$ cat config.mk
export PLATFORM = sky130hd
export DESIGN_NAME = opnd_seq_unit
export DESIGN_NICKNAME = d
export VERILOG_FILES = /design/src/rtl/opseq_pkg.sv /design/src/rtl/opseq_ctrl.sv /design/src/rtl/opseq_opnd_bank.sv /design/src/rtl/opseq_alu.sv /design/src/rtl/opnd_seq_unit.sv
export SDC_FILE = /design/constraint.sdc
export NUM_CORES = 1
export LEC_CHECK = 0
export BUFFER_PORTS_ARGS = -buffer_cell sky130_fd_sc_hd__clkbuf_2
export CAP_MARGIN = 20
export CORE_MARGIN = 1
export CORE_UTILIZATION = 52
export DETAILED_ROUTE_END_ITERATION = 10
export MAX_ROUTING_LAYER = met4
export PLACE_DENSITY = 0.77
export RECOVER_POWER = 25
export SLEW_MARGIN = 20
export SYNTH_ARGS = -nofsm -noshare
export SYNTH_HDL_FRONTEND = slang
export SYNTH_SLANG_ARGS = --single-unit
$ cat constraint.sdc
create_clock -name clk -period 4.45 [get_ports clk]
set_clock_uncertainty 0.1 [all_clocks]
set_input_delay 0.445 -clock clk [delete_from_list [all_inputs] [get_ports clk]]
set_output_delay 0.445 -clock clk [all_outputs]
set_load 0.02 [all_outputs]
$ cat src/rtl/opseq_pkg.sv
`timescale 1ns/1ps
package opseq_pkg;

   // Phases of one operation
   typedef enum logic [1:0] {
      SEQ_IDLE = 2'd0,
      SEQ_READ = 2'd1,
      SEQ_EXEC = 2'd2
   } seq_state_t;

   // Operation codes decoded by the arithmetic stand-in
   typedef enum logic [1:0] {
      ALU_ADD = 2'd0,
      ALU_SUB = 2'd1,
      ALU_AND = 2'd2,
      ALU_XOR = 2'd3
   } alu_op_t;

endpackage

$ cat src/rtl/opseq_ctrl.sv
`timescale 1ns/1ps
module opseq_ctrl
   import opseq_pkg::*;
#(
   parameter int NUM_RD = 2
) (
   input  logic              clk,
   input  logic              rst,
   input  logic              issue_i,
   input  logic              cancel_i,
   input  logic [NUM_RD-1:0] grant_i,
   output logic [NUM_RD-1:0] req_o,
   output logic [NUM_RD-1:0] cap_o,
   output logic              clr_o,
   output logic              load_o,
   output logic              exec_o
);

   seq_state_t        state_q, state_d;
   logic [NUM_RD-1:0] req_q, req_d;
   logic              accept;
   logic              reading;

   always_comb begin
      reading = (state_q == SEQ_READ);
      accept  = (state_q == SEQ_IDLE) & issue_i & ~cancel_i;
   end

   // Per-port capture: a grant counts only on a pending bit, never under cancel
   for (genvar i = 0; i < NUM_RD; i++) begin : g_port
      always_comb begin
         cap_o[i] = reading & req_q[i] & grant_i[i] & ~cancel_i;
         if (cancel_i) begin
            req_d[i] = 1'b0;
         end else if (accept) begin
            req_d[i] = 1'b1;
         end else begin
            req_d[i] = req_q[i] & ~cap_o[i];
         end
      end
   end

   always_comb begin
      state_d = state_q;
      if (cancel_i) begin
         state_d = SEQ_IDLE;
      end else begin
         unique case (state_q)
            SEQ_IDLE: if (accept)         state_d = SEQ_READ;
            SEQ_READ: if (req_d == '0)    state_d = SEQ_EXEC;
            SEQ_EXEC:                     state_d = SEQ_IDLE;
            default:                      state_d = SEQ_IDLE;
         endcase
      end
   end

   always_ff @(posedge clk) begin
      if (rst) begin
         state_q <= SEQ_IDLE;
         req_q   <= '0;
      end else begin
         state_q <= state_d;
         req_q   <= req_d;
      end
   end

   always_comb begin
      req_o  = req_q;
      clr_o  = cancel_i | accept;
      load_o = accept;
      exec_o = (state_q == SEQ_EXEC);
   end

endmodule

$ cat src/rtl/opseq_opnd_bank.sv
`timescale 1ns/1ps
module opseq_opnd_bank #(
   parameter int DATA_W = 16,
   parameter int NUM_RD = 2,
   localparam int BUS_W = DATA_W * NUM_RD
) (
   input  logic              clk,
   input  logic              rst,
   input  logic              clr_i,
   input  logic [NUM_RD-1:0] cap_i,
   input  logic [BUS_W-1:0]  data_i,
   output logic [BUS_W-1:0]  opnd_o
);

   for (genvar i = 0; i < NUM_RD; i++) begin : g_slot
      logic [DATA_W-1:0] slot_q;

      always_ff @(posedge clk) begin
         if (rst || clr_i) begin
            slot_q <= '0;
         end else if (cap_i[i]) begin
            slot_q <= data_i[i*DATA_W +: DATA_W];
         end
      end

      assign opnd_o[i*DATA_W +: DATA_W] = slot_q;
   end

endmodule

$ cat src/rtl/opseq_alu.sv
`timescale 1ns/1ps
module opseq_alu
   import opseq_pkg::*;
#(
   parameter int DATA_W = 16
) (
   input  logic [1:0]        op_i,
   input  logic [DATA_W-1:0] a_i,
   input  logic [DATA_W-1:0] b_i,
   output logic [DATA_W-1:0] res_o
);

   alu_op_t op;

   always_comb begin
      op = alu_op_t'(op_i);
      unique case (op)
         ALU_ADD: res_o = a_i + b_i;
         ALU_SUB: res_o = a_i - b_i;
         ALU_AND: res_o = a_i & b_i;
         ALU_XOR: res_o = a_i ^ b_i;
         default: res_o = '0;
      endcase
   end

endmodule

$ cat src/rtl/opnd_seq_unit.sv
`timescale 1ns/1ps
module opnd_seq_unit #(
   parameter int DATA_W = 16,
   parameter int NUM_RD = 2,
   parameter int OP_W   = 2,
   localparam int BUS_W = DATA_W * NUM_RD
) (
   input  logic              clk,
   input  logic              rst,
   input  logic              issue_i,
   input  logic [OP_W-1:0]   op_i,
   input  logic [NUM_RD-1:0] grant_i,
   input  logic              cancel_i,
   input  logic [BUS_W-1:0]  opnd_i,
   output logic [NUM_RD-1:0] req_o,
   output logic [BUS_W-1:0]  opnd_o,
   output logic              alu_start_o,
   output logic [DATA_W-1:0] alu_res_o
);

   // Elaboration-time parameter checks
   if (NUM_RD < 2) begin : g_bad_ports
      $error("opnd_seq_unit: NUM_RD must be at least 2");
   end
   if (OP_W != 2) begin : g_bad_op
      $error("opnd_seq_unit: OP_W must be 2");
   end
   if (DATA_W < 1) begin : g_bad_width
      $error("opnd_seq_unit: DATA_W must be positive");
   end

   logic [NUM_RD-1:0] cap;
   logic              clr;
   logic              load;
   logic [OP_W-1:0]   op_q;

   opseq_ctrl #(.NUM_RD(NUM_RD)) i_ctrl (
      .clk      (clk),
      .rst      (rst),
      .issue_i  (issue_i),
      .cancel_i (cancel_i),
      .grant_i  (grant_i),
      .req_o    (req_o),
      .cap_o    (cap),
      .clr_o    (clr),
      .load_o   (load),
      .exec_o   (alu_start_o)
   );

   opseq_opnd_bank #(.DATA_W(DATA_W), .NUM_RD(NUM_RD)) i_bank (
      .clk    (clk),
      .rst    (rst),
      .clr_i  (clr),
      .cap_i  (cap),
      .data_i (opnd_i),
      .opnd_o (opnd_o)
   );

   always_ff @(posedge clk) begin
      if (rst) begin
         op_q <= '0;
      end else if (load) begin
         op_q <= op_i;
      end
   end

   opseq_alu #(.DATA_W(DATA_W)) i_alu (
      .op_i  (op_q[1:0]),
      .a_i   (opnd_o[0 +: DATA_W]),
      .b_i   (opnd_o[DATA_W +: DATA_W]),
      .res_o (alu_res_o)
   );

endmodule

==> impl_metrics.toml <==
[setup_path]
end_kind = "primary output"
slowest_stage = "a2111oi_0"
path_buf_inv = 1
cp_max_fo = 7
cp_top_family = "simple AND/OR/NAND/NOR gates"
crit_arrival_ns = 3.63
cpMostUsedCell = "xnor2_1"
crit_type = "register to primary output"
start_kind = "register"
critPathRequiredTime_ns = 3.90
worstPathCellList = "nor4_4, nand2_2, nor4_2, nor2_1, xnor2_1, ha_1, nand4_1, a2111oi_0, a211o_1, a311oi_2, xnor2_1, mux2i_1, clkbuf_2"
slowest_delay_ns = 0.52

[yosys]
synth_common_cells = "77 x nand2_1, 49 x a21oi_1, 38 x dfxtp_1, 32 x ha_1, 24 x nor2_1"
yosys_warnings = 0
netlist_area_mm2 = 0.00298
synthCells = 384
synth_area_leaders = "dfxtp_1 26%, ha_1 13%, nand2_1 9.7%"
synth_compound_area_share_pct = 21.4
synthMuxAreaShare_pct = 6.25
synth_top_area_share_pct = 25.5
synth-main-ff-cell = "dfxtp_1"
synth-seq-cells = 38
synthAdderAreaFrac_pct = 14.1
syn_nets = 457
post-synth-top-count-cell = "nand2_1"
yosys.area_share.simple_pct = 22.7
syn_area_per_cell_um2 = 7.77
synth_top_cell_by_area = "dfxtp_1"
synthXorXnorAreaFrac_pct = 6.75
yosysSeqAreaShare_pct = 25.5
yosysUniqueCellTypes = 54
async_flop_share_pct = 0
synth_top_family_by_area = "simple AND/OR/NAND/NOR gates"
synth_edf_count = 0

[grt]
grt_pass1_wl_mm = 13.0
top_usage_layer = "met2"
overflow = 0
grt_usage_pct = 27.6
met1_usage_pct = 37.5
met3_usage_pct = 2.94
grt_max_degree = 22
grt_pass1_vias = 2797
antenna_found_initial = 0
use_met2_pct = 43.7

[cells_and_area]
antenna_cells = 0
nFillCells = 498
syn_to_final_growth_pct = 19.6
fin_util_pct = 64.8
final_nets = 543
drive_gt1_share_pct = 21.7

[clock_network]
cts_tree = "yes"
h-tree-depth = 2
cts_hold_buf = 0
clkTransAtPathRegs_ns = 0.07
cts_made_buffers = 5
clk_latency_ns = 0.29
cts_sinks = 38
clock_path_buffers = 2
cts_root_buf = "clkbuf_8"

[placed_design]
gp_congestion = 0.956
dp_hpwl_mm = 6.25
port-buffer-count = 90

[power_and_ir_drop]
vdd_drop_max_uv = 283
p_per_area_mw_per_mm2 = 182
leakage_nw = 1.52

[floorplanning]
fp.dieArea_mm2 = 0.00604
chipHeight_um = 77.7
coreArea_mm2 = 0.00551
ioPinCount = 91
dieWidth_um = 77.7
num_rows = 27
start_util_pct = 54.2

[sta]
tns_ns = 0
rsz0062_at_grt = "false"
worst_slew_pin_slew_ns = 1.02
hold_violations = 0
relSlewSlack_pct = 32.0
timing.final.crit_share_pct = 93.8
fmax_ghz = 0.240
setup-violations-final = 0
slew_viol_final = 0
period_minus_slack_ns = 4.17

[routing]
dr.pass1.iters = 5
drc_errors = 0
wire_per_inst_um = 14.5
num_vias = 3014
drtIter0Drc = 142
drtAntennaViolNets = 0
totalWireLength_mm = 7.88
viasPerCell = 5.55

[status]
outcome = "completed"

[hold_path]
min_path_type = "input port to register"

[run]
cap_violations = 0
==> layer usage <==
layer,vias up,wire (um)
met5,-,0
met4,0,97
met3,12,337
met2,97,3640
met1,1370,3810
li1,1535,-
==> metrics by stage <==
stage                     hold slack (ns)  std cells  instance area (um^2)  power (mW)  setup WS [ns]
after global routing                0.268        543                  3570       0.670         0.0427
after global placement              0.385        534                  3490       0.415          0.454
after floorplan                     0.417        384                  2980       0.386          0.754
after detailed placement            0.402        534                  3490       0.416          0.484
after CTS                           0.264        542                  3580       0.653          0.155
final                               0.271        543                  3570       0.648          0.276
==> sequential cells by signal, indices dropped and copies added, names as in the netlist <==
| signal | cells |
|---|---|
| i_bank.g_slot.slot_q | 32 |
| i_ctrl.req_o | 2 |
| i_ctrl.state_q | 2 |
| op_q | 2 |
==> cell families (layout without fill, tap and decap cells) <==
logic type               after synthesis  in the layout
AO/OA/AOI/OAI                        102            102
XOR/XNOR                              23             23
adder cells (fa/ha/maj)               33             33
buffers and inverters                 25            112
flip-flops                            38             38
multiplexers                          18             18
AND/OR/NAND/NOR                      145            145
==> layout by cell type (no fill, tap or decap), drive strengths merged, types with 3 or more instances in the layout <==
cell type,n
nand2b,8
nand2,78
nand3,5
xnor2,13
a31o,3
a211oi,5
mux2,5
a21oi,49
clkbuf,97
xor2,10
dfxtp,38
and3,3
nor3,7
nor4,4
nor2b,3
o31ai,7
inv,8
nor2,24
buf,5
a21o,5
mux2i,13
ha,32
o21ai,19
==> cell type report <==
type | instances | area, um^2 | area share (%)
sequential | 38 | 762 | 21.4
clock inverter | 1 | 5.00 | 0.140
multi-input combinational | 321 | 2130 | 59.6
inverter | 9 | 33.8 | 0.947
tap | 72 | 90.1 | 2.52
clock buffer | 7 | 86.3 | 2.42
timing repair buffer | 95 | 463 | 13.0
==> report_power, final <==
group | leakage (nW) | internal, mW | total, mW | switching [mW]
registers | 0.307 | 0.342 | 0.346 | 0.00367
clock network | 0.0482 | 0.125 | 0.240 | 0.115
logic | 1.16 | 0.0275 | 0.0625 | 0.0350
==> worst register-to-register path, cell delays in order, from the launching register on <==
cell,delay [ns]
dfxtp_1,0.44
and2b_1,0.24
nand3_1,0.10
nor2_1,0.77
nand2_1,0.16
a21oi_1,0.17
==> repair_timing <==
item / 4_1_cts / 5_1_grt
setup endpoints to repair: 0 / 3
setup buffers: 0 / 1
hold endpoints to repair: 0 / 0
gates resized for setup: 0 / 2
==> worst paths after layout <==
| path | start | end | slack (ns) | cells past startpoint |
|---|---|---|---|---|
| worst max-delay path | i_bank.g_slot[1].slot_q[3] | alu_res_o[15] | 0.28 | 13 |
| worst min-delay path | opnd_i[16] | i_bank.g_slot[1].slot_q[0] | 0.27 | 3 |
| worst max register to register | i_ctrl.state_q[0] | i_bank.g_slot[1].slot_q[14] | 2.39 | 5 |
| worst min register to register | i_bank.g_slot[0].slot_q[13] | i_bank.g_slot[0].slot_q[13] | 0.41 | 2 |
(Power assumes the default switching activity.)
